**src/rtl/dma8_pkg.sv**
```systemverilog
package dma8_pkg;

  typedef enum logic [2:0] {S_IDLE, S_ARM, S_ALL, S_CHN, S_BYTE} dma8_state_t;

  // peripheral offset for byte index (mod 4) under a transfer mode
  function automatic logic [1:0] per_step(input logic [2:0] mode, input logic [1:0] idx);
    case (mode)
      3'd1, 3'd5: per_step = {1'b0, idx[0]};
      3'd3, 3'd7: per_step = {1'b0, idx[1]};
      3'd4:       per_step = idx;
      default:    per_step = 2'd0;
    endcase
  endfunction

  function automatic logic low_bank(input logic [7:0] bank);
    low_bank = (bank < 8'h40) || ((bank >= 8'h80) && (bank < 8'hC0));
  endfunction

  function automatic logic per_ok(input logic [7:0] pa, input logic [7:0] bank,
                                  input logic [15:0] ma);
    per_ok = !((pa == 8'h80) &&
               ((bank == 8'h7E) || (bank == 8'h7F) || (low_bank(bank) && (ma < 16'h2000))));
  endfunction

  function automatic logic mem_ok(input logic [7:0] bank, input logic [15:0] ma);
    mem_ok = !(low_bank(bank) &&
               ((ma == 16'h420B) || (ma == 16'h420C) ||
                ((ma >= 16'h4300) && (ma < 16'h4380)) ||
                ((ma >= 16'h2100) && (ma < 16'h2200))));
  endfunction

endpackage

```
**src/rtl/dma8_regfile.sv**
```systemverilog
module dma8_regfile #(
  parameter int CH_NUM = 8,
  parameter int CH_W   = 3
) (
  input  logic            clk,
  input  logic            rst,
  input  logic            wr_en,
  input  logic            rd_en,
  input  logic [CH_W-1:0] acc_ch,
  input  logic [3:0]      acc_off,
  input  logic [7:0]      wdata,
  input  logic [7:0]      ob,
  output logic [7:0]      rdata,
  input  logic            upd_en,
  input  logic [CH_W-1:0] upd_ch,
  input  logic [15:0]     upd_maddr,
  input  logic [15:0]     upd_count,
  input  logic [CH_W-1:0] sel_ch,
  output logic [2:0]      sel_mode,
  output logic            sel_fix,
  output logic            sel_dec,
  output logic            sel_dir,
  output logic [7:0]      sel_paddr,
  output logic [15:0]     sel_maddr,
  output logic [7:0]      sel_bank,
  output logic [15:0]     sel_count
);
  logic [7:0]  ctrl_r  [CH_NUM];
  logic [7:0]  paddr_r [CH_NUM];
  logic [15:0] maddr_r [CH_NUM];
  logic [7:0]  bank_r  [CH_NUM];
  logic [15:0] cnt_r   [CH_NUM];
  logic [7:0]  xbank_r [CH_NUM];
  logic [15:0] xword_r [CH_NUM];
  logic [7:0]  xcnt_r  [CH_NUM];
  logic [7:0]  spare_r [CH_NUM];

  always_ff @(posedge clk) begin
    if (rst) begin
      for (int i = 0; i < CH_NUM; i++) begin
        ctrl_r[i]  <= '0;
        paddr_r[i] <= '0;
        maddr_r[i] <= '0;
        bank_r[i]  <= '0;
        cnt_r[i]   <= '0;
        xbank_r[i] <= '0;
        xword_r[i] <= '0;
        xcnt_r[i]  <= '0;
        spare_r[i] <= '0;
      end
    end else begin
      if (wr_en) begin
        case (acc_off)
          4'h0: ctrl_r[acc_ch]         <= wdata;
          4'h1: paddr_r[acc_ch]        <= wdata;
          4'h2: maddr_r[acc_ch][7:0]   <= wdata;
          4'h3: maddr_r[acc_ch][15:8]  <= wdata;
          4'h4: bank_r[acc_ch]         <= wdata;
          4'h5: cnt_r[acc_ch][7:0]     <= wdata;
          4'h6: cnt_r[acc_ch][15:8]    <= wdata;
          4'h7: xbank_r[acc_ch]        <= wdata;
          4'h8: xword_r[acc_ch][7:0]   <= wdata;
          4'h9: xword_r[acc_ch][15:8]  <= wdata;
          4'hA: xcnt_r[acc_ch]         <= wdata;
          4'hB, 4'hF: spare_r[acc_ch]  <= wdata;
          default: ;
        endcase
      end
      if (upd_en) begin
        maddr_r[upd_ch] <= upd_maddr;
        cnt_r[upd_ch]   <= upd_count;
      end
    end
  end

  always_ff @(posedge clk) begin
    if (rst) begin
      rdata <= '0;
    end else if (rd_en) begin
      case (acc_off)
        4'h0: rdata <= ctrl_r[acc_ch];
        4'h1: rdata <= paddr_r[acc_ch];
        4'h2: rdata <= maddr_r[acc_ch][7:0];
        4'h3: rdata <= maddr_r[acc_ch][15:8];
        4'h4: rdata <= bank_r[acc_ch];
        4'h5: rdata <= cnt_r[acc_ch][7:0];
        4'h6: rdata <= cnt_r[acc_ch][15:8];
        4'h7: rdata <= xbank_r[acc_ch];
        4'h8: rdata <= xword_r[acc_ch][7:0];
        4'h9: rdata <= xword_r[acc_ch][15:8];
        4'hA: rdata <= xcnt_r[acc_ch];
        4'hB, 4'hF: rdata <= spare_r[acc_ch];
        default: rdata <= ob;
      endcase
    end
  end

  assign sel_mode  = ctrl_r[sel_ch][2:0];
  assign sel_fix   = ctrl_r[sel_ch][3];
  assign sel_dec   = ctrl_r[sel_ch][4];
  assign sel_dir   = ctrl_r[sel_ch][7];
  assign sel_paddr = paddr_r[sel_ch];
  assign sel_maddr = maddr_r[sel_ch];
  assign sel_bank  = bank_r[sel_ch];
  assign sel_count = cnt_r[sel_ch];
endmodule

```
**src/rtl/dma8_seq.sv**
```systemverilog
module dma8_seq
  import dma8_pkg::*;
#(
  parameter int CH_NUM = 8,
  parameter int CH_W   = 3,
  parameter int STEP   = 8
) (
  input  logic              clk,
  input  logic              rst,
  input  logic              start_wr,
  input  logic [CH_NUM-1:0] start_mask,
  input  logic [2:0]        mode,
  input  logic              fix,
  input  logic              dec,
  input  logic              dir,
  input  logic [7:0]        paddr,
  input  logic [15:0]       maddr,
  input  logic [7:0]        bank,
  input  logic [15:0]       count,
  input  logic [7:0]        ob,
  input  logic [7:0]        mem_rdata,
  input  logic [7:0]        per_rdata,
  output logic [CH_W-1:0]   ch,
  output logic              busy,
  output logic              upd_en,
  output logic [15:0]       upd_maddr,
  output logic [15:0]       upd_count,
  output logic              obs_en,
  output logic [7:0]        obs_data,
  output logic              mem_req,
  output logic              mem_we,
  output logic [23:0]       mem_addr,
  output logic [7:0]        mem_wdata,
  output logic              per_req,
  output logic              per_we,
  output logic [7:0]        per_addr,
  output logic [7:0]        per_wdata
);
  localparam int CW = $clog2(STEP);

  dma8_state_t       state;
  logic [CW-1:0]     cyc;
  logic [CH_NUM-1:0] act;
  logic [1:0]        idx;

  logic              last;
  logic [7:0]        per_a;
  logic              pok, mok, src_ok, dst_ok;
  logic [CH_NUM-1:0] pool;
  logic              nxt_any;
  logic [CH_W-1:0]   nxt_ch;

  assign last   = (cyc == CW'(STEP - 1));
  assign per_a  = paddr + {6'd0, per_step(mode, idx)};
  assign pok    = per_ok(per_a, bank, maddr);
  assign mok    = mem_ok(bank, maddr);
  assign src_ok = dir ? pok : mok;
  assign dst_ok = dir ? mok : pok;

  assign obs_en    = (state == S_BYTE) && (cyc == CW'(2));
  assign obs_data  = src_ok ? (dir ? per_rdata : mem_rdata) : ob;
  assign upd_en    = (state == S_BYTE) && (cyc == CW'(3));
  assign upd_maddr = fix ? maddr : (dec ? maddr - 16'd1 : maddr + 16'd1);
  assign upd_count = count - 16'd1;

  // lowest pending channel
  assign pool = (state == S_BYTE) ? (act & ~(CH_NUM'(1) << ch)) : act;
  assign nxt_any = |pool;
  always_comb begin
    nxt_ch = '0;
    for (int i = CH_NUM - 1; i >= 0; i--) begin
      if (pool[i]) nxt_ch = CH_W'(i);
    end
  end

  always_ff @(posedge clk) begin
    if (rst) begin
      state     <= S_IDLE;
      cyc       <= '0;
      act       <= '0;
      ch        <= '0;
      idx       <= '0;
      busy      <= 1'b0;
      mem_req   <= 1'b0;
      mem_we    <= 1'b0;
      mem_addr  <= '0;
      mem_wdata <= '0;
      per_req   <= 1'b0;
      per_we    <= 1'b0;
      per_addr  <= '0;
      per_wdata <= '0;
    end else begin
      mem_req <= 1'b0;
      per_req <= 1'b0;
      if (state != S_IDLE) cyc <= last ? '0 : cyc + 1'b1;
      case (state)
        S_IDLE: begin
          cyc <= '0;
          if (start_wr && (|start_mask)) begin
            act   <= start_mask;
            busy  <= 1'b1;
            state <= S_ARM;
          end
        end
        S_ARM: if (last) state <= S_ALL;
        S_ALL: begin
          if (last) begin
            if (nxt_any) begin
              ch    <= nxt_ch;
              state <= S_CHN;
            end else begin
              busy  <= 1'b0;
              state <= S_IDLE;
            end
          end
        end
        S_CHN: begin
          if (last) begin
            idx   <= '0;
            state <= S_BYTE;
          end
        end
        S_BYTE: begin
          if (cyc == CW'(0) && src_ok) begin
            if (dir) begin
              per_req  <= 1'b1;
              per_we   <= 1'b0;
              per_addr <= per_a;
            end else begin
              mem_req  <= 1'b1;
              mem_we   <= 1'b0;
              mem_addr <= {bank, maddr};
            end
          end
          if (cyc == CW'(2) && dst_ok) begin
            if (dir) begin
              mem_req   <= 1'b1;
              mem_we    <= 1'b1;
              mem_addr  <= {bank, maddr};
              mem_wdata <= obs_data;
            end else begin
              per_req   <= 1'b1;
              per_we    <= 1'b1;
              per_addr  <= per_a;
              per_wdata <= obs_data;
            end
          end
          if (last) begin
            idx <= idx + 2'd1;
            if (count == 16'd0) begin
              act[ch] <= 1'b0;
              if (nxt_any) begin
                ch    <= nxt_ch;
                state <= S_CHN;
              end else begin
                busy  <= 1'b0;
                state <= S_IDLE;
              end
            end
          end
        end
        default: state <= S_IDLE;
      endcase
    end
  end
endmodule

```
**src/rtl/dma8_engine.sv**
```systemverilog
module dma8_engine #(
  parameter int CH_NUM = 8,
  parameter int STEP   = 8,
  parameter int CH_W   = $clog2(CH_NUM),
  parameter int RA_W   = CH_W + 4
) (
  input  logic              clk,
  input  logic              rst,
  input  logic              reg_wr,
  input  logic              reg_rd,
  input  logic [RA_W-1:0]   reg_addr,
  input  logic [7:0]        reg_wdata,
  output logic [7:0]        reg_rdata,
  input  logic              start_wr,
  input  logic [CH_NUM-1:0] start_mask,
  output logic              busy,
  output logic              mem_req,
  output logic              mem_we,
  output logic [23:0]       mem_addr,
  output logic [7:0]        mem_wdata,
  input  logic [7:0]        mem_rdata,
  output logic              per_req,
  output logic              per_we,
  output logic [7:0]        per_addr,
  output logic [7:0]        per_wdata,
  input  logic [7:0]        per_rdata
);
  logic [7:0]      ob;
  logic [CH_W-1:0] ch;
  logic            upd_en, obs_en;
  logic [15:0]     upd_maddr, upd_count;
  logic [7:0]      obs_data;
  logic [2:0]      s_mode;
  logic            s_fix, s_dec, s_dir;
  logic [7:0]      s_paddr, s_bank;
  logic [15:0]     s_maddr, s_count;

  always_ff @(posedge clk) begin
    if (rst)         ob <= 8'h00;
    else if (reg_wr) ob <= reg_wdata;
    else if (obs_en) ob <= obs_data;
  end

  dma8_regfile #(.CH_NUM(CH_NUM), .CH_W(CH_W)) u_regs (
    .clk(clk), .rst(rst),
    .wr_en(reg_wr), .rd_en(reg_rd),
    .acc_ch(reg_addr[RA_W-1:4]), .acc_off(reg_addr[3:0]),
    .wdata(reg_wdata), .ob(ob), .rdata(reg_rdata),
    .upd_en(upd_en), .upd_ch(ch), .upd_maddr(upd_maddr), .upd_count(upd_count),
    .sel_ch(ch), .sel_mode(s_mode), .sel_fix(s_fix), .sel_dec(s_dec), .sel_dir(s_dir),
    .sel_paddr(s_paddr), .sel_maddr(s_maddr), .sel_bank(s_bank), .sel_count(s_count)
  );

  dma8_seq #(.CH_NUM(CH_NUM), .CH_W(CH_W), .STEP(STEP)) u_seq (
    .clk(clk), .rst(rst),
    .start_wr(start_wr), .start_mask(start_mask),
    .mode(s_mode), .fix(s_fix), .dec(s_dec), .dir(s_dir),
    .paddr(s_paddr), .maddr(s_maddr), .bank(s_bank), .count(s_count),
    .ob(ob), .mem_rdata(mem_rdata), .per_rdata(per_rdata),
    .ch(ch), .busy(busy),
    .upd_en(upd_en), .upd_maddr(upd_maddr), .upd_count(upd_count),
    .obs_en(obs_en), .obs_data(obs_data),
    .mem_req(mem_req), .mem_we(mem_we), .mem_addr(mem_addr), .mem_wdata(mem_wdata),
    .per_req(per_req), .per_we(per_we), .per_addr(per_addr), .per_wdata(per_wdata)
  );
endmodule

```
**config.mk**
```make
export PLATFORM = sky130hd
export DESIGN_NAME = dma8_engine
export DESIGN_NICKNAME = d
export VERILOG_FILES = /design/src/rtl/dma8_pkg.sv /design/src/rtl/dma8_regfile.sv /design/src/rtl/dma8_seq.sv /design/src/rtl/dma8_engine.sv
export SDC_FILE = /design/constraint.sdc
export NUM_CORES = 1
export LEC_CHECK = 0
export BUFFER_PORTS_ARGS = -buffer_cell sky130_fd_sc_hd__buf_4
export CAP_MARGIN = 25
export CORE_MARGIN = 1
export CORE_UTILIZATION = 40
export CTS_BUF_LIST = sky130_fd_sc_hd__clkbuf_4 sky130_fd_sc_hd__clkbuf_8
export CTS_CLUSTER_DIAMETER = 150
export DETAILED_ROUTE_END_ITERATION = 8
export PLACE_DENSITY_LB_ADDON = 0.05
export SETUP_SLACK_MARGIN = 0.02
export SYNTH_ARGS = -nofsm -noshare
export SYNTH_HDL_FRONTEND = slang
export SYNTH_SLANG_ARGS = --single-unit
```
**constraint.sdc**
```tcl
create_clock -name clk -period 16.93 [get_ports clk]
set_clock_uncertainty 0.05 [all_clocks]
set_input_delay 0 -clock clk [delete_from_list [all_inputs] [get_ports clk]]
set_output_delay 0 -clock clk [all_outputs]
set_load 0.005 [all_outputs]
```
==> results of run 1 <==
registers in the layout, indices dropped and copies added, names as in the netlist, 2 cells and up, named ones only:
signal,count
ob,8
u_regs.xcnt_r,64
u_regs.ctrl_r,64
u_regs.paddr_r,64
u_seq.cyc,3
u_seq.act,8
u_regs.xword_r,128
u_regs.rdata,8
u_regs.xbank_r,64
u_seq.idx,2
u_seq.mem_wdata,8
u_regs.bank_r,64
u_regs.maddr_r,128
u_seq.per_addr,8
u_regs.spare_r,64
u_seq.ch,3
u_seq.mem_addr,24
u_seq.per_wdata,8
u_seq.state,3
u_regs.cnt_r,128
power by group through the flow:
stage | Combinational, mW | Clock (mW) | Sequential [mW]
finish | 0.417 | 2.05 | 2.46
CTS | 0.409 | 2.08 | 2.46
global route | 0.439 | 2.17 | 2.47
floorplan | 0.227 | 0 | 2.48
global placement | 0.387 | 0 | 2.50
detailed placement | 0.391 | 0 | 2.50
cells in the mapped netlist (all sizes together), types with 13 or more instances:
cell type	n	area share
dfxtp	91	0.041
a22o	63	0.012
a211oi	20	0.0034
and3	519	0.074
xor2	20	0.0040
nand2b	13	0.0018
a41oi	33	0.0065
nand2	117	0.0099
nor4	19	0.0027
nor3	41	0.0048
o21ai	329	0.037
nor2	138	0.012
edfxtp	768	0.52
ha	22	0.0062
inv	23	0.0020
mux4	110	0.056
a21oi	73	0.0083
a31oi	68	0.0096
mux2	24	0.0063
xnor2	16	0.0032
buf	65	0.0080
clkbuf	363	0.031
a221oi	64	0.013
a22oi	257	0.044
a21o	65	0.011
mux2i	73	0.017
nand3	285	0.032
worst paths after layout:
path | from | end | depth (start not counted)
setup / recovery | register | ob[0]$_SDFFE_PP0P_ | 16
hold / removal | reg_wdata[6] | u_regs.xword_r[6][6]$_SDFFCE_PN0P_ | 3
setup reg to reg | register | ob[0]$_SDFFE_PP0P_ | 16
hold reg to reg | u_seq.per_wdata[2]$_SDFFE_PP0P_ | u_seq.per_wdata[2]$_SDFFE_PP0P_ | 2
repair_timing:
action | CTS | global route
endpoints found under the hold margin | 419 | 0
hold buffers | 81 | 0
setup endpoints to repair | 0 | 0
final cells by class:
class / count / area share
Inverter: 23 / 0.00172
Antenna cell: 7 / 0.000349
Clock buffer: 219 / 0.0547
Sequential cell: 859 / 0.496
Timing Repair Buffer: 295 / 0.0497
Clock inverter: 71 / 0.00929
Multi-Input combinational cell: 2488 / 0.352
Tap cell: 1476 / 0.0368
per-layer routing:
| metal | vias up | routed length, µm | global-route usage |
|---|---|---|---|
| met4 | 4 | 6200 | 0.118 |
| met5 | - | 28 | 0 |
| met3 | 328 | 15700 | 0.0673 |
| met2 | 1917 | 74700 | 0.444 |
| li1 | 15100 | - | - |
| met1 | 17700 | 72000 | 0.413 |
metrics by stage:
| step | hold WS [ns] | area, µm² |
|---|---|---|
| finish | 0.0706 | 50200 |
| global route | 0.0522 | 50200 |
| CTS | 0.00137 | 50100 |
| detailed placement | 0.236 | 46100 |
| global placement | 0.233 | 46000 |
| floorplan | 0.0905 | 44200 |
worst register-to-register path, delay by kind of cell, from the launching register on:
family	cells	cell delay [ns]
buffers and inverters	4	2.51
AO/OA/AOI/OAI	3	1.18
adder cells (fa/ha/maj)	1	0.30
XOR/XNOR	1	0.20
multiplexers	3	1.15
AND/OR/NAND/NOR	4	0.87
flip-flops	1	0.99
cells by family after synthesis:
logic type | synth area share
fa+ha+maj | 0.00736
mux | 0.0789
buf+inv | 0.0408
simple gates | 0.149
compound gates | 0.153
xor+xnor | 0.00714
flops | 0.563
==> results.cfg, run 1 <==
[floorplanning]
std_cell_rows = 121
start_util = 0.405
fp.dieW_um = 334
core_mm2 = 0.109
die_h_um = 334
io_pins = 105
die_area_mm2 = 0.112

[timing]
period_share = 0.432
final_max_slew_viol_count = 0
fin_crit_ns = 7.31
setup_violations = 0
hold_viol_final = 0
rsz0062_at_grt = no
fin_ws_ns = 9.62
max_freq_ghz = 0.137
worst_slew_pin_slew_ns = 1.22
timing.setup.tns_ns = 0
relSlewSlack = 0.182

[logic_synthesis]
syn_avg_cell_area_um2 = 11.6
syn_inst = 3798
synth_edf_count = 768
synthFlopType = edfxtp_1
async_flop_share = 0
syn-num-nets = 3866
ys.warnings.count = 0
ys_seq_area_frac = 0.563
synth.distinct_cells = 70
ys_ff_latch = 859
synthesis.area_mm2 = 0.0442

[critical_path]
cp_max_fo = 42
r2r_slack_ns = 9.62
cpPeakStageDelay_ns = 0.99
crit_slowest_cell = dfxtp_4
cp_cell_sequence = buf_4 -> buf_4 -> mux4_2 -> mux2_2 -> ha_1 -> a21oi_1 -> xnor2_1 -> a2bb2oi_1 -> a2111oi_0 -> and3_1 -> mux2_4 -> nor2_4 -> or4b_1 -> dlygate4sd3_1 -> nand3_1 -> dlygate4sd3_1
critPathLaunchType = register
worstPathRequired_ns = 17.65
criticalPathCategory = register to register
path_delay_family = buffers and inverters
path_buf_inv = 4
end_kind = register
arrival_ns = 8.03

[clock_network]
cts_buffer_depth = 3
post_cts_buffers = 0
clkSlewWorstSetupHoldPaths_ns = 0.06
clock_latency_ns = 0.84
cts.sinks = 859
cts_max_level = 4
clockRootBuffer = clkbuf_8
post_cts_resized = 0
cts_buffers = 159
cts_tree = built

[detailed_routing]
drt-initial-drc-count = 4619
routed_wl_um = 169000
vias = 35000
route.detailed.drc = 0
drt_pass1_iterations = 5
detail-route-antenna-nets = 0
vias_per_cell = 6.44
wl_per_cell_um = 31.0

[place]
routabilityCongestion = 0.894
numPortBuffers = 104
dp_cells = 5051
hpwlAfterDp_um = 101000
pre_cts_slack_ns = 10.73

[pwr]
p_sw_frac = 0.259
vdd_drop_max_mv = 0.0553
power_mw = 4.93
combPwrFrac = 0.085
p_sw_mw = 1.28
seqPwrFrac = 0.499
power_density_mw_per_mm2 = 98.1
p_int_mw = 3.65
p_leak_nw = 18.2
p_clk_frac = 0.416

[final_layout]
fill_cells = 9840
final_cell_mix = edfxtp_1, and3_1, o21ai_0
fin_nets = 3894
layout_commonest_cell = edfxtp_1
layout.cells.non_filler = 5438
multi_input_area_mm2 = 0.0177
ff_latch_area_mm2 = 0.0249
drive_above_1_share = 0.166
postLayoutCoreUtil = 0.460
syn2layout_area_growth_pct = 13.7

[job]
maxCapViolCount = 0

[min_path]
min_path_type = input port to register

[global_routing]
grt_overflow = 0
grtUsageTotal = 0.296
grt_pass1_vias = 33700
grt_max_degree = 111
antenna_found_initial = 7
grt_pass1_wl_um = 242000

[outcome]
status = complete, no violations
Note: power is estimated with default switching activity, not from simulation.
==> run 2: changes to the inputs <==
Settings changed: ABC_AREA set to 1.
Clock period 16.93 ns to 6.6 ns, I/O delays scaled along.
==> results.cfg, run 2 <==
[outcome]
status = complete, no violations

[final_layout]
drive_above_1_share = 0.0943
final_cell_mix = nand2_1, edfxtp_1, nor2_1
fin_nets = 5255
final_area_mm2 = 0.0501
largestRegisters = u_regs.cnt_r x128, u_regs.maddr_r x128, u_regs.xword_r x128
layout_commonest_cell = nand2_1
syn2layout_area_growth_pct = 12.7

[clock_network]
cts_buffer_depth = 3
post_cts_resized = 0
cts.sinks = 859
clkSlewWorstSetupHoldPaths_ns = 0.06
clockRootBuffer = clkbuf_8
cts_tree = built
cts_buffers = 155
cts_max_level = 4
clock_latency_ns = 0.87

[logic_synthesis]
ys.warnings.count = 0
synth.distinct_cells = 54
ys_seq_area_frac = 0.559
syn-num-nets = 5153
synth_common_cells = nand2_1, edfxtp_1, nor2_1
synthFlopType = edfxtp_1
synthesis.area_mm2 = 0.0445
yosysTopAreaCell = edfxtp_1
synth_area_leaders = edfxtp_1, nand2_1, nor2_1
async_flop_share = 0
syn_inst = 5085
synth_edf_count = 768
syn_avg_cell_area_um2 = 8.75
synth_top_area_share = 0.518
ys_ff_latch = 859
yosysMostFrequentCell = nand2_1

[place]
hpwlAfterDp_um = 121000
routabilityCongestion = 0.971
place_area_mm2 = 0.0465
numPortBuffers = 104

[global_routing]
grt_max_degree = 169
grt_pass1_wl_um = 264000
grtUsageTotal = 0.325
grt_overflow = 0
antenna_found_initial = 2
grt_pass1_vias = 37700

[critical_path]
arrival_ns = 6.43
worstPathRequired_ns = 7.26
cp_max_fo = 42
end_kind = register
criticalPathCategory = register to register
critPathLaunchType = register

[timing]
fin_crit_ns = 5.77
timing.setup.tns_ns = 0
max_freq_ghz = 0.173
worst_slew_pin_slew_ns = 1.14
final_max_slew_viol_count = 0
relSlewSlack = 0.235
hold_viol_final = 0
period_share = 0.874
rsz0062_at_grt = no
timing.hold.ws_ns = 0.0737
setup_violations = 0

[detailed_routing]
detail-route-antenna-nets = 0
route.detailed.drc = 0
vias = 40000
wl_per_cell_um = 27.3
vias_per_cell = 5.90
drt_pass1_iterations = 6
routed_wl_um = 185000
drt-initial-drc-count = 5273

[pwr]
power_density_mw_per_mm2 = 264
vdd_drop_max_mv = 0.188
p_leak_nw = 19.6

[floorplanning]
std_cell_rows = 121
die_h_um = 336
core_mm2 = 0.110
start_util = 0.406
io_pins = 105
fp.dieW_um = 336
die_area_mm2 = 0.113

[min_path]
hp-start = reg_wdata[7]
min_path_type = input port to register

[job]
maxCapViolCount = 0
[run 2: repair_timing]
item / 4_1_cts / 5_1_grt
hold buffers: 66 / 0
hold endpoints to repair: 343 / 0
setup buffers: 0 / 0
setup endpoints to repair: 0 / 0
[run 2: cell type report]
type / instances / area (µm²)
Fill cell: 10900 / 59500
Sequential cell: 859 / 24900
Multi-Input combinational cell: 3492 / 16600
Clock buffer: 217 / 2640
Timing Repair Buffer: 252 / 2150
Tap cell: 1476 / 1850
Inverter: 427 / 1630
Clock inverter: 55 / 315
Antenna cell: 4 / 10.0
[run 2: critical path: stages, from the launching register on]
cell           delay, ns
dfxtp_4             0.70
clkinv_2            0.73
buf_4               0.57
o21ai_0             0.19
o22ai_1             0.12
o21ai_1             0.32
nand2_1             0.14
nor2_2              0.19
nand2_2             0.08
nor2_4              0.12
nand2_2             0.18
o21ai_2             0.32
and2_4              0.29
nand3_2             0.22
nor2_1              0.16
dlygate4sd3_1       0.57
nor2_1              0.04
dlygate4sd3_1       0.54
[run 2: final timing paths]
path / to / slack [ns] / cells after the start
worst max register to register: u_seq.act[1]$_SDFFE_PP0P_ / 0.83 / 17
worst min-delay path: u_regs.bank_r[5][7]$_SDFFCE_PN0P_ / 0.07 / 3
worst max-delay path: u_seq.act[1]$_SDFFE_PP0P_ / 0.83 / 17
worst min register to register: u_seq.per_we$_SDFFE_PP0N_ / 0.43 / 2
[run 2: power breakdown]
part	internal, mW	switching [mW]	total [mW]
logic	0.523	1.33	1.85
registers	6.23	0.175	6.41
clock network	2.59	2.38	4.97
total	9.34	3.89	13.2
[run 2: logic make-up after synthesis]
family / synth area share
AOI/OAI and AO/OA: 0.152
and+or+nand+nor: 0.209
adders and majority gates: 0.00709
DFF: 0.559
xor gates and xnor gates: 0.00447
buffers and inverters: 0.0680
[run 2: layer usage]
layer / GRT usage / vias to the layer above / wire, µm
li1: - / 17900 / -
met1: 0.453 / 19400 / 79000
met2: 0.472 / 2256 / 77900
met3: 0.0772 / 453 / 19400
met4: 0.156 / 2 / 9080
met5: 0 / - / 8
[run 2: per-stage QoR]
stage	total power, mW	instances	setup WS [ns]	utilization
final	13.2	6782	0.831	0.457
after global routing	13.7	6780	0.445	0.457
after CTS	13.2	6774	1.03	0.457
after detailed placement	8.22	6436	1.15	0.424
after global placement	8.22	6434	1.20	0.424
after floorplan	7.51	5085	2.20	-
